===== config.mk =====
export PLATFORM = sky130hd
export DESIGN_NAME = txdesc_gather
export DESIGN_NICKNAME = d
export VERILOG_FILES = /design/src/rtl/txg_pkg.sv /design/src/rtl/txg_desc_decode.sv /design/src/rtl/txg_ring_ptr.sv /design/src/rtl/txg_byte_emit.sv /design/src/rtl/txdesc_gather.sv
export SDC_FILE = /design/constraint.sdc
export NUM_CORES = 1
export LEC_CHECK = 0
export CORE_UTILIZATION = 55
export CTS_BUF_LIST = sky130_fd_sc_hd__clkbuf_4 sky130_fd_sc_hd__clkbuf_8 sky130_fd_sc_hd__clkbuf_16
export DETAILED_ROUTE_END_ITERATION = 12
export DONT_BUFFER_PORTS = 1
export PLACE_DENSITY = 0.7
export SLEW_MARGIN = 25
export SYNTH_ARGS = -nofsm -noshare
export SYNTH_HDL_FRONTEND = slang
export SYNTH_HIERARCHICAL = 1
export SYNTH_SLANG_ARGS = --single-unit

===== constraint.sdc =====
create_clock -name clk -period 11.3 [get_ports clk]
set_input_delay 0 -clock clk [delete_from_list [all_inputs] [get_ports clk]]
set_output_delay 0 -clock clk [all_outputs]
set_load 0.02 [all_outputs]

===== src/rtl/txg_pkg.sv =====
package txg_pkg;
  localparam int OWN_B   = 31;
  localparam int FS_B    = 30;
  localparam int LS_B    = 29;
  localparam int TRIM_LO = 24;
  localparam int PAD_LO  = 22;
  localparam int TRIM_EN = 20;
  localparam int LEN_W   = 12;
  localparam int SEG_W   = LEN_W + 2;
  localparam int DESC_BYTES = 8;

  typedef enum logic [3:0] {
    S_IDLE, S_RD0, S_RD1, S_DATA, S_BYTES, S_CLR, S_ADV, S_PAD, S_FIN
  } txg_state_e;

  typedef struct packed {
    logic             own;
    logic             fs;
    logic             ls;
    logic [SEG_W-1:0] seg_len;
    logic [1:0]       pad_add;
  } txg_desc_t;
endpackage


===== src/rtl/txg_desc_decode.sv =====
module txg_desc_decode
  import txg_pkg::*;
(
  input  logic [31:0] word0,
  input  logic        mode_words,
  output txg_desc_t   info
);
  logic [SEG_W-1:0] scaled;
  logic [SEG_W-1:0] trim;
  logic             unused_rsvd;

  assign unused_rsvd = ^{word0[28:26], word0[21], word0[19:12]};

  always_comb begin
    scaled = {word0[LEN_W-1:0], 2'b00};
    trim   = word0[TRIM_EN] ? SEG_W'(word0[TRIM_LO +: 2]) : '0;
    info.own = word0[OWN_B];
    info.fs  = word0[FS_B];
    info.ls  = word0[LS_B];
    if (mode_words) begin
      info.seg_len = (scaled < trim) ? '0 : scaled - trim;
    end else begin
      info.seg_len = SEG_W'(word0[LEN_W-1:0]);
    end
    info.pad_add = word0[PAD_LO +: 2] - 2'd1;
  end
endmodule


===== src/rtl/txg_ring_ptr.sv =====
module txg_ring_ptr
  import txg_pkg::*;
#(
  parameter int AW = 32
) (
  input  logic          clk,
  input  logic          rst_n,
  input  logic          load,
  input  logic          step,
  input  logic          mode_words,
  input  logic [AW-1:0] ring_start,
  input  logic [AW-1:0] ring_end,
  output logic [AW-1:0] cur
);
  logic [AW-1:0] inc;
  logic [AW-1:0] wrapped;
  logic [AW-1:0] cur_n;

  always_comb begin
    inc = cur + AW'(DESC_BYTES);
    if (mode_words) wrapped = (cur == ring_end) ? ring_start : inc;
    else            wrapped = (inc == ring_end) ? ring_start : inc;
    cur_n = cur;
    if (load)      cur_n = ring_start;
    else if (step) cur_n = wrapped;
  end

  always_ff @(posedge clk or negedge rst_n) begin
    if (!rst_n) cur <= '0;
    else        cur <= cur_n;
  end

  p_step_wrap_r7: assert property (@(posedge clk) disable iff (!rst_n)
    (step && !load) |=> (cur == ring_start) || (cur == $past(cur) + AW'(DESC_BYTES)));
endmodule


===== src/rtl/txg_byte_emit.sv =====
module txg_byte_emit (
  input  logic       clk,
  input  logic       rst_n,
  input  logic       push,
  input  logic [7:0] push_byte,
  input  logic       close,
  input  logic       abort,
  output logic       out_valid,
  output logic [7:0] out_byte,
  output logic       out_sop,
  output logic       out_eop,
  output logic       out_abort
);
  logic       hold_v, hold_v_n;
  logic [7:0] hold_d, hold_d_n;
  logic       hold_first, hold_first_n;
  logic       ov_n, sop_n, eop_n, ab_n;
  logic [7:0] ob_n;
  logic       in_pkt;

  always_comb begin
    hold_v_n = hold_v; hold_d_n = hold_d; hold_first_n = hold_first;
    ov_n = 1'b0; ob_n = out_byte; sop_n = 1'b0; eop_n = 1'b0; ab_n = 1'b0;
    if (push) begin
      ov_n  = hold_v;
      ob_n  = hold_d;
      sop_n = hold_v && hold_first;
      hold_d_n     = push_byte;
      hold_v_n     = 1'b1;
      hold_first_n = !hold_v;
    end else if (close || abort) begin
      ov_n  = hold_v;
      ob_n  = hold_d;
      sop_n = hold_v && hold_first;
      eop_n = hold_v;
      ab_n  = hold_v && abort;
      hold_v_n     = 1'b0;
      hold_first_n = 1'b0;
    end
  end

  always_ff @(posedge clk or negedge rst_n) begin
    if (!rst_n) begin
      hold_v <= 1'b0; hold_d <= '0; hold_first <= 1'b0;
      out_valid <= 1'b0; out_byte <= '0; out_sop <= 1'b0;
      out_eop <= 1'b0; out_abort <= 1'b0;
    end else begin
      hold_v <= hold_v_n; hold_d <= hold_d_n; hold_first <= hold_first_n;
      out_valid <= ov_n; out_byte <= ob_n; out_sop <= sop_n;
      out_eop <= eop_n; out_abort <= ab_n;
    end
  end

  // framing tracker for the checks below
  always_ff @(posedge clk or negedge rst_n) begin
    if (!rst_n)         in_pkt <= 1'b0;
    else if (out_valid) in_pkt <= !out_eop;
  end

  p_sop_opens_r4: assert property (@(posedge clk) disable iff (!rst_n)
    (out_valid && out_sop) |-> !in_pkt);
  p_body_inside_r4: assert property (@(posedge clk) disable iff (!rst_n)
    (out_valid && !out_sop) |-> in_pkt);
endmodule


===== src/rtl/txdesc_gather.sv =====
module txdesc_gather
  import txg_pkg::*;
#(
  parameter int AW       = 32,
  parameter int PASS_MAX = 16
) (
  input  logic          clk,
  input  logic          rst_n,
  input  logic          mode_words,
  input  logic          ring_load,
  input  logic [AW-1:0] ring_start,
  input  logic [AW-1:0] ring_end,
  input  logic          kick,
  output logic          pass_busy,
  output logic          mem_req,
  output logic          mem_we,
  output logic [AW-1:0] mem_addr,
  output logic [31:0]   mem_wdata,
  input  logic          mem_ack,
  input  logic [31:0]   mem_rdata,
  output logic          out_valid,
  output logic [7:0]    out_byte,
  output logic          out_sop,
  output logic          out_eop,
  output logic          out_abort,
  output logic          tx_done
);
  localparam int CNT_W = $clog2(PASS_MAX + 1);

  logic [1:0] rst_sync;
  logic       rst_ni;

  always_ff @(posedge clk or negedge rst_n) begin
    if (!rst_n) rst_sync <= 2'b00;
    else        rst_sync <= {rst_sync[0], 1'b1};
  end
  assign rst_ni = rst_sync[1];

  txg_state_e       state, state_n;
  logic [31:0]      w0, w0_n;
  logic [AW-1:0]    head_addr, head_addr_n;
  logic [AW-1:0]    buf_addr, buf_addr_n;
  logic [SEG_W-1:0] rem, rem_n;
  logic [31:0]      wbuf, wbuf_n;
  logic [1:0]       bidx, bidx_n;
  logic [1:0]       pad_left, pad_left_n;
  logic             is_head, is_head_n;
  logic             got_data, got_data_n;
  logic [CNT_W-1:0] pkt_cnt, pkt_cnt_n;
  logic             done_q, done_n;

  logic             step, load;
  logic             push, close, abort;
  logic [7:0]       push_byte;
  logic [AW-1:0]    cur;
  txg_desc_t        dinfo;
  txg_state_e       seg_exit;
  logic             unused_low;

  assign unused_low = ^buf_addr[1:0];
  assign pass_busy  = (state != S_IDLE);
  assign load       = ring_load && (state == S_IDLE);
  assign tx_done    = done_q;
  assign seg_exit   = dinfo.fs ? S_ADV : S_CLR;

  txg_desc_decode u_dec (
    .word0      (w0),
    .mode_words (mode_words),
    .info       (dinfo)
  );

  txg_ring_ptr #(.AW(AW)) u_ptr (
    .clk        (clk),
    .rst_n      (rst_ni),
    .load       (load),
    .step       (step),
    .mode_words (mode_words),
    .ring_start (ring_start),
    .ring_end   (ring_end),
    .cur        (cur)
  );

  txg_byte_emit u_emit (
    .clk       (clk),
    .rst_n     (rst_ni),
    .push      (push),
    .push_byte (push_byte),
    .close     (close),
    .abort     (abort),
    .out_valid (out_valid),
    .out_byte  (out_byte),
    .out_sop   (out_sop),
    .out_eop   (out_eop),
    .out_abort (out_abort)
  );

  always_comb begin
    state_n = state; w0_n = w0; head_addr_n = head_addr; buf_addr_n = buf_addr;
    rem_n = rem; wbuf_n = wbuf; bidx_n = bidx; pad_left_n = pad_left;
    is_head_n = is_head; got_data_n = got_data; pkt_cnt_n = pkt_cnt;
    done_n = 1'b0;
    mem_req = 1'b0; mem_we = 1'b0; mem_addr = '0; mem_wdata = '0;
    push = 1'b0; push_byte = '0; close = 1'b0; abort = 1'b0; step = 1'b0;
    case (state)
      S_IDLE: begin
        if (kick) begin
          pkt_cnt_n = '0;
          is_head_n = 1'b1;
          state_n   = S_RD0;
        end
      end
      S_RD0: begin
        mem_req  = 1'b1;
        mem_addr = cur;
        if (mem_ack) begin
          w0_n = mem_rdata;
          if (!mem_rdata[OWN_B]) begin
            abort   = !is_head;
            state_n = S_IDLE;
          end else begin
            if (is_head) begin
              head_addr_n = cur;
              got_data_n  = 1'b0;
            end
            state_n = S_RD1;
          end
        end
      end
      S_RD1: begin
        mem_req  = 1'b1;
        mem_addr = cur + AW'(4);
        if (mem_ack) begin
          buf_addr_n = mem_rdata[AW-1:0];
          rem_n      = dinfo.seg_len;
          state_n    = (dinfo.seg_len == '0) ? seg_exit : S_DATA;
        end
      end
      S_DATA: begin
        mem_req  = 1'b1;
        mem_addr = {buf_addr[AW-1:2], 2'b00};
        if (mem_ack) begin
          wbuf_n  = mem_rdata;
          bidx_n  = 2'd0;
          state_n = S_BYTES;
        end
      end
      S_BYTES: begin
        push       = 1'b1;
        push_byte  = wbuf[{bidx, 3'b000} +: 8];
        got_data_n = 1'b1;
        rem_n      = rem - SEG_W'(1);
        bidx_n     = bidx + 2'd1;
        if (rem == SEG_W'(1)) begin
          state_n = seg_exit;
        end else if (bidx == 2'd3) begin
          buf_addr_n = buf_addr + AW'(4);
          state_n    = S_DATA;
        end
      end
      S_CLR: begin
        mem_req  = 1'b1;
        mem_we   = 1'b1;
        mem_addr = cur;
        if (mem_ack) state_n = S_ADV;
      end
      S_ADV: begin
        step = 1'b1;
        if (dinfo.ls) begin
          pad_left_n = got_data ? dinfo.pad_add : 2'd0;
          state_n    = S_PAD;
        end else begin
          is_head_n = 1'b0;
          state_n   = S_RD0;
        end
      end
      S_PAD: begin
        if (pad_left != 2'd0) begin
          push       = 1'b1;
          pad_left_n = pad_left - 2'd1;
        end else begin
          close   = 1'b1;
          state_n = S_FIN;
        end
      end
      S_FIN: begin
        mem_req  = 1'b1;
        mem_we   = 1'b1;
        mem_addr = head_addr;
        if (mem_ack) begin
          done_n    = 1'b1;
          pkt_cnt_n = pkt_cnt + CNT_W'(1);
          if (pkt_cnt == CNT_W'(PASS_MAX - 1)) begin
            state_n = S_IDLE;
          end else begin
            is_head_n = 1'b1;
            state_n   = S_RD0;
          end
        end
      end
      default: state_n = S_IDLE;
    endcase
  end

  always_ff @(posedge clk or negedge rst_ni) begin
    if (!rst_ni) begin
      state <= S_IDLE; w0 <= '0; head_addr <= '0; buf_addr <= '0;
      rem <= '0; wbuf <= '0; bidx <= '0; pad_left <= '0;
      is_head <= 1'b0; got_data <= 1'b0; pkt_cnt <= '0; done_q <= 1'b0;
    end else begin
      state <= state_n; w0 <= w0_n; head_addr <= head_addr_n; buf_addr <= buf_addr_n;
      rem <= rem_n; wbuf <= wbuf_n; bidx <= bidx_n; pad_left <= pad_left_n;
      is_head <= is_head_n; got_data <= got_data_n; pkt_cnt <= pkt_cnt_n;
      done_q <= done_n;
    end
  end

  // completions since the pass began, kept apart from the sequencer's own count
  logic [CNT_W-1:0] chk_cnt;
  always_ff @(posedge clk or negedge rst_ni) begin
    if (!rst_ni)                 chk_cnt <= '0;
    else if (kick && !pass_busy) chk_cnt <= '0;
    else if (tx_done)            chk_cnt <= chk_cnt + CNT_W'(1);
  end

  p_req_hold_r12: assert property (@(posedge clk) disable iff (!rst_ni)
    (mem_req && !mem_ack) |=> (mem_req && $stable(mem_addr) && $stable(mem_we)));
  p_done_pulse_r10: assert property (@(posedge clk) disable iff (!rst_ni)
    tx_done |=> !tx_done);
  p_pass_cap_r9: assert property (@(posedge clk) disable iff (!rst_ni)
    tx_done |-> (chk_cnt < CNT_W'(PASS_MAX)));
  p_word_len_r3: assert property (@(posedge clk) disable iff (!rst_ni)
    (mode_words && state == S_RD1 && mem_ack && !w0[TRIM_EN]) |=> (rem[1:0] == 2'b00));
endmodule


After elaboration in Yosys (flattened, before gate mapping)
Index checks and enable logic that the tools add are counted.

word-level totals
  output and inout bits = 80
  input port bits = 102
  word-level logic and storage cells = 167
  register bits = 213

cells by class
  $add $sub $neg = 9
  shifts and indexed selects = 1
  reduce and logical (&&, ||, !) cells = 32
  equal/unequal tests = 29
  order comparisons = 1
  multiplexer cells = 73

operators with widths
  kind                   count
  $mux 32                8
  $pmux 32 s4            1
  $add 32x3->32 const B  2
  $eq 32x32->1           2
  $pmux 32 s2            1
  $mux 14                3
  $mux 4                 9
  $pmux 4 s9             1
  $add 32x4->32 const B  1
  $shiftx 32x6->8        1
  $ne 2x2->1 const B     15
  $mux 1                 29
  $pmux 14 s2            1
  $mux 8                 3
  $eq 4x3->1 const B     4
  $reduce_bool 2->1      8
  $eq 14x1->1 const B    1
  $logic_not 14->1       1
  $lt 14x2->1            1
  $mux 2                 7
  $sub 14x1->14 const B  1
  $sub 14x2->14          1
  $reduce_and 4->1       3
  $mux 5                 2
  26 further kinds       39

Longest topological paths before layout
Gate-level depths: netlist (run 1).

  depth in word-level cells = 8
  gate-level depth with buffers = 14
  gate-level depth less buffers = 11

By module
Netlist (run 1), hierarchy kept.

modules (own cells, without submodules)
  module           times used  seq. area each (um^2)  area each (um^2)  cells an instance
  txdesc_gather    1           3953.8                 9006.1            903
  txg_ring_ptr     1           800.8                  4349.2            608
  txg_byte_emit    1           550.5                  815.8             49
  txg_desc_decode  1           0.0                    506.7             76

Worst setup path before layout (run 1)
Ideal clock, no wire load.

  kind = register to register
  from = register u_ptr.cur[4]
  to = register u_ptr.cur[12]
  data required time = 11235 ps
  period minus slack after synthesis = 3294 ps
  setup time = 65 ps
  slack = 8006 ps
  arrival time = 3229 ps
  buffers on the path = 2
  cell stages (with the launch flop) = 13
  path through = dfrtp_1 ha_1 and4_1 buf_2 nand4_1 nor3_2 and2_1 o221ai_1 or4_1 buf_2 or4b_1 a31oi_1 a211o_1

on the way
  cells in the longest elaborated chain, start to end = 6
  elaborated cells between the ends (all ways) = 8
  those cells by class = add/sub: 1; eq/ne: 2; mux: 5

RTL lines
  element                   line                source
  start: declaration        txg_ring_ptr.sv:13  output logic [AW-1:0] cur
  start signal: assignment  txg_ring_ptr.sv:30  else cur <= cur_n;
  $add 32x4->32             txg_ring_ptr.sv:20  inc = cur + AW'(DESC_BYTES);
  $eq 32x32->1              txg_ring_ptr.sv:22  else wrapped = (inc == ring_end) ? ring_start : inc;
  $mux 32                   txg_ring_ptr.sv:22
  $mux 32 (*)               txg_ring_ptr.sv:21  if (mode_words) wrapped = (cur == ring_end) ? ring_start : inc;
  $mux 32 (*)               txg_ring_ptr.sv:25  else if (step) cur_n = wrapped;
  $mux 32 (*)               txg_ring_ptr.sv:24  if (load) cur_n = ring_start;

Mark *: on every way between the ends. The rest lies on a longest branch, timed or not. The select of a mux whose other input is x is not followed.
A chain may end at the register's enable or synchronous reset.

Worst setup path in the final report (run 1)
  from = register u_ptr.cur[4]
  to = register u_ptr.cur[20]

The elaborated chain is that of the path after synthesis.

==> results.md, run 1 <==
Clocking:
- After clock tree synthesis, the clock-pin slew on the worst setup and hold paths is ~90 ps.
- The number of buffers created by CTS is 17.
- The clock net sink count is slightly below 200.
- At the later pin of the worst-skew pair, clock insertion delay measures about 450 ps.
- The clock tree from TritonCTS is yes.
- The maximum buffer depth of the clock tree is 2.
- The clock root buffer is clkbuf_16.
- The level count of the clock H-tree is 4.

Timing:
- The worst max-slew margin expressed relative to the limit is 0.2972.
- Based on the critical path, the design can be clocked at up to roughly 180 MHz.
- Setup repair after global routing left no endpoint under its margin.
- The number of max-slew violations in the final report is 0.
- Counting I/O delays and the setup requirement, the final critical path takes about 5500 ps.
- The sum of negative setup slack is 0 ps.
- In the finished design, the share of the clock period the worst path needs comes to 0.4854.
- At the pin with the least slew margin, the transition time is 1054 ps.
- The clock arrives with 15.73 ps of skew.
- The number of setup violations in the final report is 0.
- The final number of hold-violating endpoints is 0.

Floorplan:
- The floorplan die width is between 150 and 200 um.
- The placeable core area is between 20000 and 30000 um^2.
- The vertical die dimension is 162.7 um.
- In this run the count of I/O pins placed on the die edge is 182.
- The standard-cell row count is 58.
- The die covers 26460 um^2.
- The initial utilization of the core area, before any placement, comes to 0.5622.

Drt:
- The routed via count is 13.11k.
- After detailed routing, the number of remaining DRC violations is 0.
- Once detail routing completed, the nets flagged for antenna violations numbered 0.
- The detail-routed via count per cell is roughly 6.7.
- For this block, the routed nets add up to between 40000 and 50000 um of wire.
- The initial DRC count is between 1.5k and 2k.
- The first detailed-routing pass ran for 8 iterations.
- Dividing the detail-routed wire length by the instance count gives roughly 24 um.

Finish:
- The number of antenna diodes in the final layout is 0.
- Of the cells placed in the final design, the portion with a size suffix greater than 1 is 0.1300.
- The growth of design area from synthesis to finish is 10.47%.
- The final net count is 1730.
- The finished cells cover 15690 um^2.
- The utilization of the core after routing is 0.6211.

Setup path:
- The element type at the critical path end is a flop.
- Among cell families on the critical path, the largest total delay comes from compound AO/OA/AOI/OAI gates.
- The critical path goes through ha_1 -> and4_1 -> nand4_1 -> nor3_2 -> xor2_1 -> o211ai_1 -> a2111oi_0 -> o2111ai_2 -> o211ai_1 -> dlygate4sd3_1 -> a21oi_1 -> dlygate4sd3_1.
- The largest stage delay on the critical path is 670 ps.
- At the worst endpoint, the required time is 11630 ps.
- The buffer and inverter count on the worst path is 2.
- STA classifies the critical path startpoint as a flop.
- At the worst endpoint, the arrival time is about 5800 ps.
- The setup path with the least slack is of type flop to flop.
- The maximum fanout encountered on the critical timing path is 18.
- On the critical path, the stage with the largest delay is an instance of o2111ai_2.

Place:
- The count of buffers from port buffering is 0.
- The final RePlAce weighted congestion is 0.9454.
- The placed wire-length estimate is ~33000 um.
- After detailed placement, the total cell area comes to 14100 um^2.

GRT:
- The initial antenna violation count is 0.
- The number of global-route vias before repair is around 13k.
- The first global-routing pass estimated between 70000 and 80000 um of wire.
- Summed over all layers, the global routing overflow is 0.
- The combined global-route utilization of all metal layers is 0.3629.
- The largest net degree at the start of global routing is 77.

Pwr:
- The power per unit of standard cell area is between 200 and 300 nW/um^2.
- For this design the static power due to leakage is around 6 nW.
- The maximum VDD drop is 0.1763 mV.

Synth:
- Synthesis produced 1609 cells.
- After synthesis the cells add up to around 14000 um^2.
- The Yosys step of the flow raised 6 warnings.
- After synthesis, the mean cell area works out to around 8.8 um^2.

Status:
- The run finished with clean final reports.

Worst hold path:
- The worst min-delay path class is input pin to flop.

Flow run:
- The number of max-cap violations is 0.
==> sequential cells by signal (all words and copies together), names as in the netlist <==
signal,flops
rem,14
is_head,1
u_emit/hold_v,1
state,4
tx_done,1
buf_addr,30
u_emit/out_sop,1
bidx,2
u_emit/out_eop,1
rst_sync,2
u_emit/out_abort,1
u_ptr/cur,32
u_emit/out_byte,8
wbuf,32
w0,19
pad_left,2
u_emit/hold_first,1
u_emit/out_valid,1
pkt_cnt,5
u_emit/hold_d,8
head_addr,32
got_data,1
==> metal layers <==
metal | part of all wire | track usage | vias up | routed length [um]
met5 | 0 | 0 | - | 0
met4 | 0.044 | 0.1661 | 0 | 2081
met3 | 0.080 | 0.07538 | 125 | 3830
met2 | 0.48 | 0.6076 | 632 | 23110
met1 | 0.39 | 0.4488 | 6460 | 18750
li1 | - | - | 5890 | -
==> layout by cell type, fill, tap and decap left out, drive strengths merged, types with 7 or more instances in the layout <==
cell           n
and4          11
nand3         54
nor2b         16
dlygate4sd3   96
nor4          20
nand2        155
conb          33
ha            10
a222oi        28
a22o           7
xor2          35
mux4           8
a2bb2oi        8
mux2         105
nor2         120
o22ai         33
nor3          39
or4            9
nand4         39
o31ai          9
mux2i         20
or2           11
xnor2         66
a21oi         92
o211ai        25
and3          16
or3           15
buf           15
clkbuf        19
a22oi          9
a221oi        19
inv           57
nand2b         7
o21ai         99
a31oi         13
and2          17
dfrtp        199
==> worst min-delay path: stages <==
cell,delay (ps)
o22ai_1,130
a2bb2oi_1,110
nand2_1,60
a32o_1,120
==> metrics by stage <==
| stage | power [W] | hold slack (ps) | setup WS [ps] | cells |
|---|---|---|---|---|
| finish | 0.004330 | 22.84 | 5815 | 1961 |
| global route | 0.004592 | 70.64 | 5519 | 1961 |
| CTS | 0.004275 | 1.499 | 5931 | 1961 |
| detailed placement | 0.003519 | -295.5 | 6889 | 1833 |
| global placement | 0.003470 | -295.5 | 6962 | 1833 |
| floorplan | 0.003012 | -295.6 | 5344 | 1640 |
==> power breakdown <==
part	switching (W)	internal (W)	total, W
clock	0.000329	0.000330	0.000659
sequential	0.000566	0.00103	0.00159
combinational	0.00119	0.000893	0.00208
==> final timing paths <==
kind,slack [ps],end,cells past startpoint,startpoint
hold / removal,20,state[2]$_DFFE_PN0P_,4,mem_ack
setup / recovery,5820,u_ptr/cur[20]$_DFFE_PN0P_,12,u_ptr/cur[4]$_DFFE_PN0P_
setup reg to reg,5820,u_ptr/cur[20]$_DFFE_PN0P_,12,u_ptr/cur[4]$_DFFE_PN0P_
max in group asynchronous,9370,rem[5]$_DFFE_PN0P_,1,rst_sync[1]$_DFF_PN0_
min in group asynchronous,310,rst_sync[1]$_DFF_PN0_,2,rst_n
hold reg to reg,360,rst_sync[1]$_DFF_PN0_,0,rst_sync[0]$_DFF_PN0_
==> final cells by class <==
type,instances,area [um^2]
sequential,199,4984
inverter,48,180.2
tap,330,412.9
clock inverter,13,167.7
clock buffer,19,446.7
timing repair buffer,111,1074
multi-input combinational,1241,8421
fill,2203,9569
==> what timing repair did <==
| item | in CTS | in global routing |
|---|---|---|
| resized for setup | 0 | 0 |
| hold buffers | 96 | 0 |
| hold endpoints to repair | 138 | 0 |
| setup buffers | 0 | 0 |
| endpoints found under the setup margin | 0 | 0 |
No activity file was read; power rests on OpenSTA's default activity.
==> run 2: changes to the inputs <==
--- a/config.mk
+++ b/config.mk
@@ -9,7 +9,7 @@
 export CTS_BUF_LIST = sky130_fd_sc_hd__clkbuf_4 sky130_fd_sc_hd__clkbuf_8 sky130_fd_sc_hd__clkbuf_16
 export DETAILED_ROUTE_END_ITERATION = 12
 export DONT_BUFFER_PORTS = 1
-export PLACE_DENSITY = 0.7
+export PLACE_DENSITY = 0.73
 export SLEW_MARGIN = 25
 export SYNTH_ARGS = -nofsm -noshare
 export SYNTH_HDL_FRONTEND = slang
==> constraint.sdc (replaced) <==
create_clock -name clk -period 4.7 [get_ports clk]
set_input_delay 0 -clock clk [delete_from_list [all_inputs] [get_ports clk]]
set_output_delay 0 -clock clk [all_outputs]
set_load 0.02 [all_outputs]
==> run 2 against run 1 <==
Routed wire length down 1.8%. Clock skew is 2.5 ps lower. Non-clock buffer count increased by 25. Final area increased by 1.2%. Sequential share of layout area down 0.37 points. Cell count rose by 1.4%. Fmax grew 21%. Power is 140% higher. Critical path type unchanged. Largest cell class unchanged.
==> results.md, run 2 (synthesized netlist as in run 1, its figures left out) <==
Status:
- The flow ran to the end, and the final reports show no timing, DRC or antenna violations.

Clocking:
- The clock net sink count was 199 (unchanged).
- The root buffer cell chosen for the clock tree is clkbuf_16.
- The number of buffers created by CTS is 17 (unchanged).
- The maximum buffer depth of the clock tree is 2 (unchanged).
- The clock-pin slew on the worst setup and hold paths is 80 ps (about the same).
- The level count of the clock H-tree is 4 (unchanged).
- The clock latency on the worst-skew pair is 450 ps (about the same).
- The clock tree from TritonCTS is yes.

Pwr:
- The total design power is 0.01046 W (+140%).
- The maximum VDD drop is 0.2835 mV (+61%).
- The power per unit of standard cell area is 658.7 nW/um^2 (+140%).
- The leakage power summed over all cells was 6.212 nW (+2.0%).

Floorplan:
- The standard-cell row count came to 58 (unchanged).
- The I/O pin count is 182 (unchanged).
- The vertical die dimension is 162.7 um (unchanged).
- The placeable core area is 25250 um^2 (unchanged).
- The floorplan die width is 162.7 um (unchanged).
- The initial core utilization is 0.5622 (unchanged).
- The die footprint came to 26460 um^2 (unchanged).

Drt:
- The final wirelength was 46920 um (-1.8%).
- The detail-routed via count per cell is 6.668 (-0.23%).
- The wire length per cell after detailed routing was 23.59 um (-3.2%).
- The routed via count was 13.26k (+1.2%).
- The first-pass detailed-route iteration total is 11 (+3).
- The initial DRC count is 1527 (-11%).
- The remaining number of nets flagged by the antenna check after routing is 0 (unchanged).
- The total DRC errors in the routed layout was 0 (unchanged).

Flow run:
- The number of max-cap violations is 0 (unchanged).

Setup path:
- The endpoint identified for the worst register-to-register timing path is u_ptr/cur[14]$_DFFE_PN0P_.
- The flop-to-flop setup slack is 180 ps (-5640 ps).
- The nature of the critical path startpoint is a flop.
- The maximum fanout encountered on the critical timing path was 37 (+19).
- STA classifies the critical path endpoint as a flop.
- The launch point of the worst reg-to-reg path is u_ptr/cur[3]$_DFFE_PN0P_.
- The worst setup path is of the flop to flop kind.
- The worst endpoint data arrival time is 4900 ps (-920 ps).
- The worst endpoint required time is 5080 ps (-6550 ps).
- The cell count of the worst reg-to-reg path is 12 (unchanged).

Worst hold path:
- The hold path depth is 3 (-1).
- The min-delay analysis places its worst path in the category input pin to flop.
- For hold timing, the worst endpoint is rem[1]$_DFFE_PN0P_.
- The worst hold path begins at mode_words.

GRT:
- The total overflow reported by the global router was 0 (unchanged).
- The initial antenna violation count is 3 (+3).
- The global-route wire length before repair was 72100 um (-2.2%).
- The largest net degree at the start of global routing came to 102 (+32%).
- The combined global-route utilization of all metal layers was 0.3525 (-0.01041).
- The number of global-route vias before repair was 12.90k (+2.0%).

Finish:
- The area of all sequential standard cells is 4985 um^2 (about the same).
- From synthesis to final layout, the design area changed by 11.79%.
- The top cell types in the final layout, fill and taps aside, are dfrtp_1 (197), nand2_1 (154), nor2_1 (116).
- The final net count is 1755 (+1.4%).
- The post-route cell area was 15870 um^2 (+1.2%).
- The area of combinational cells with multiple inputs is 8418 um^2 (about the same).
- The largest registers in the layout are head_addr: 32 flops, u_ptr/cur: 32 flops, wbuf: 32 flops.
- The leading cell type in the layout, fill and taps excluded is dfrtp_1.
- The number of fillers in the final layout was 2145 (-2.6%).
- The share of final-layout standard cells stronger than drive strength 1 came to 0.1461 (+0.01615).

Timing:
- The shortest period the worst path allows is 4521 ps (-964.1 ps).
- The post-route fraction of the period consumed by the critical path is 0.9618 (+0.4764).
- The final number of hold-violating endpoints is 0 (unchanged).
- Setup repair after global routing left no endpoint under its margin.
- The setup clock skew after layout is 13.21 ps (-2.518 ps).
- The sum of negative setup slack is 0 ps (unchanged).
- The final worst-path setup slack came to 179.5 ps (-5636 ps).
- The number of setup violations in the final report is 0 (unchanged).
- The measured slew at the worst slew-check pin is 1101 ps (+47.09 ps).
- The worst max-slew margin expressed relative to the limit is 0.2581 (-0.03915).
- The number of max-slew violations in the final report is 0 (unchanged).
- The maximum operating frequency is 221.2 MHz (+21%).

Place:
- The placed wire-length estimate was 32730 um (-1.2%).
- The count of buffers from port buffering is 0 (unchanged).
- The final RePlAce weighted congestion is 1.002 (+6.0%).
- The post-placement worst setup slack was 796.4 ps (-6092 ps).
- The area of placed instances is 14320 um^2 (+1.5%).
run 2: repair_timing:
action                                  in CTS  in global routing
gates resized for setup                      0                  2
setup buffers                                0                  2
endpoints found under the setup margin       0                  2
endpoints found under the hold margin      137                 12
hold buffers                                90                  1
run 2: layout make-up:
class,count,area share
Multi-Input combinational cell,1241,0.5303
Tap cell,330,0.02601
Antenna cell,3,0.0004730
Timing Repair Buffer,136,0.07946
Clock inverter,14,0.01104
Clock buffer,18,0.02727
Inverter,48,0.01135
Sequential cell,199,0.3140
run 2: worst max-delay path by stage:
stage / start / cells past startpoint / endpoint
6_report: u_ptr/cur[3]$_DFFE_PN0P_ / 12 / u_ptr/cur[14]$_DFFE_PN0P_
4_1_cts: u_ptr/cur[7]$_DFFE_PN0P_ / 11 / u_ptr/cur[14]$_DFFE_PN0P_
2_1_floorplan: u_ptr/cur[4]$_DFFE_PN0P_ / 12 / u_ptr/cur[12]$_DFFE_PN0P_
3_5_place_dp: u_ptr/cur[7]$_DFFE_PN0P_ / 10 / u_ptr/cur[5]$_DFFE_PN0P_
5_1_grt: u_ptr/cur[3]$_DFFE_PN0P_ / 12 / u_ptr/cur[14]$_DFFE_PN0P_
3_3_place_gp: u_ptr/cur[7]$_DFFE_PN0P_ / 10 / u_ptr/cur[12]$_DFFE_PN0P_
run 2: report_power, final:
| part | switching [W] | internal (W) |
|---|---|---|
| Clock | 0.000793 | 0.000731 |
| Combinational | 0.00311 | 0.00223 |
| Sequential | 0.00111 | 0.00248 |
| Total | 0.00502 | 0.00544 |
run 2: through the flow:
step / util / cells / hold slack (ps)
floorplan: - / 1640 / -295.6
global placement: 0.5669 / 1861 / -295.5
detailed placement: 0.5669 / 1861 / -295.5
CTS: 0.6266 / 1983 / 1.509
global route: 0.6285 / 1989 / 20.16
finish: 0.6285 / 1989 / 19.55
run 2: metal layers:
| metal | track usage | vias up | routed length [um] |
|---|---|---|---|
| li1 | - | 5964 | - |
| met1 | 0.4269 | 6494 | 18240 |
| met2 | 0.6043 | 682 | 23020 |
| met3 | 0.07105 | 123 | 3760 |
| met4 | 0.1576 | 0 | 1898 |
| met5 | 0 | - | 0 |
run 2: critical path, cell delays in order, from the launching register on:
cell,delay [ps]
dfrtp_1,430
ha_1,300
and4_1,420
and4_1,390
nand3_1,210
xor2_1,290
o2111ai_1,160
or4_1,570
buf_4,300
or2_0,450
o221ai_1,220
o21bai_1,130
dlygate4sd3_1,570
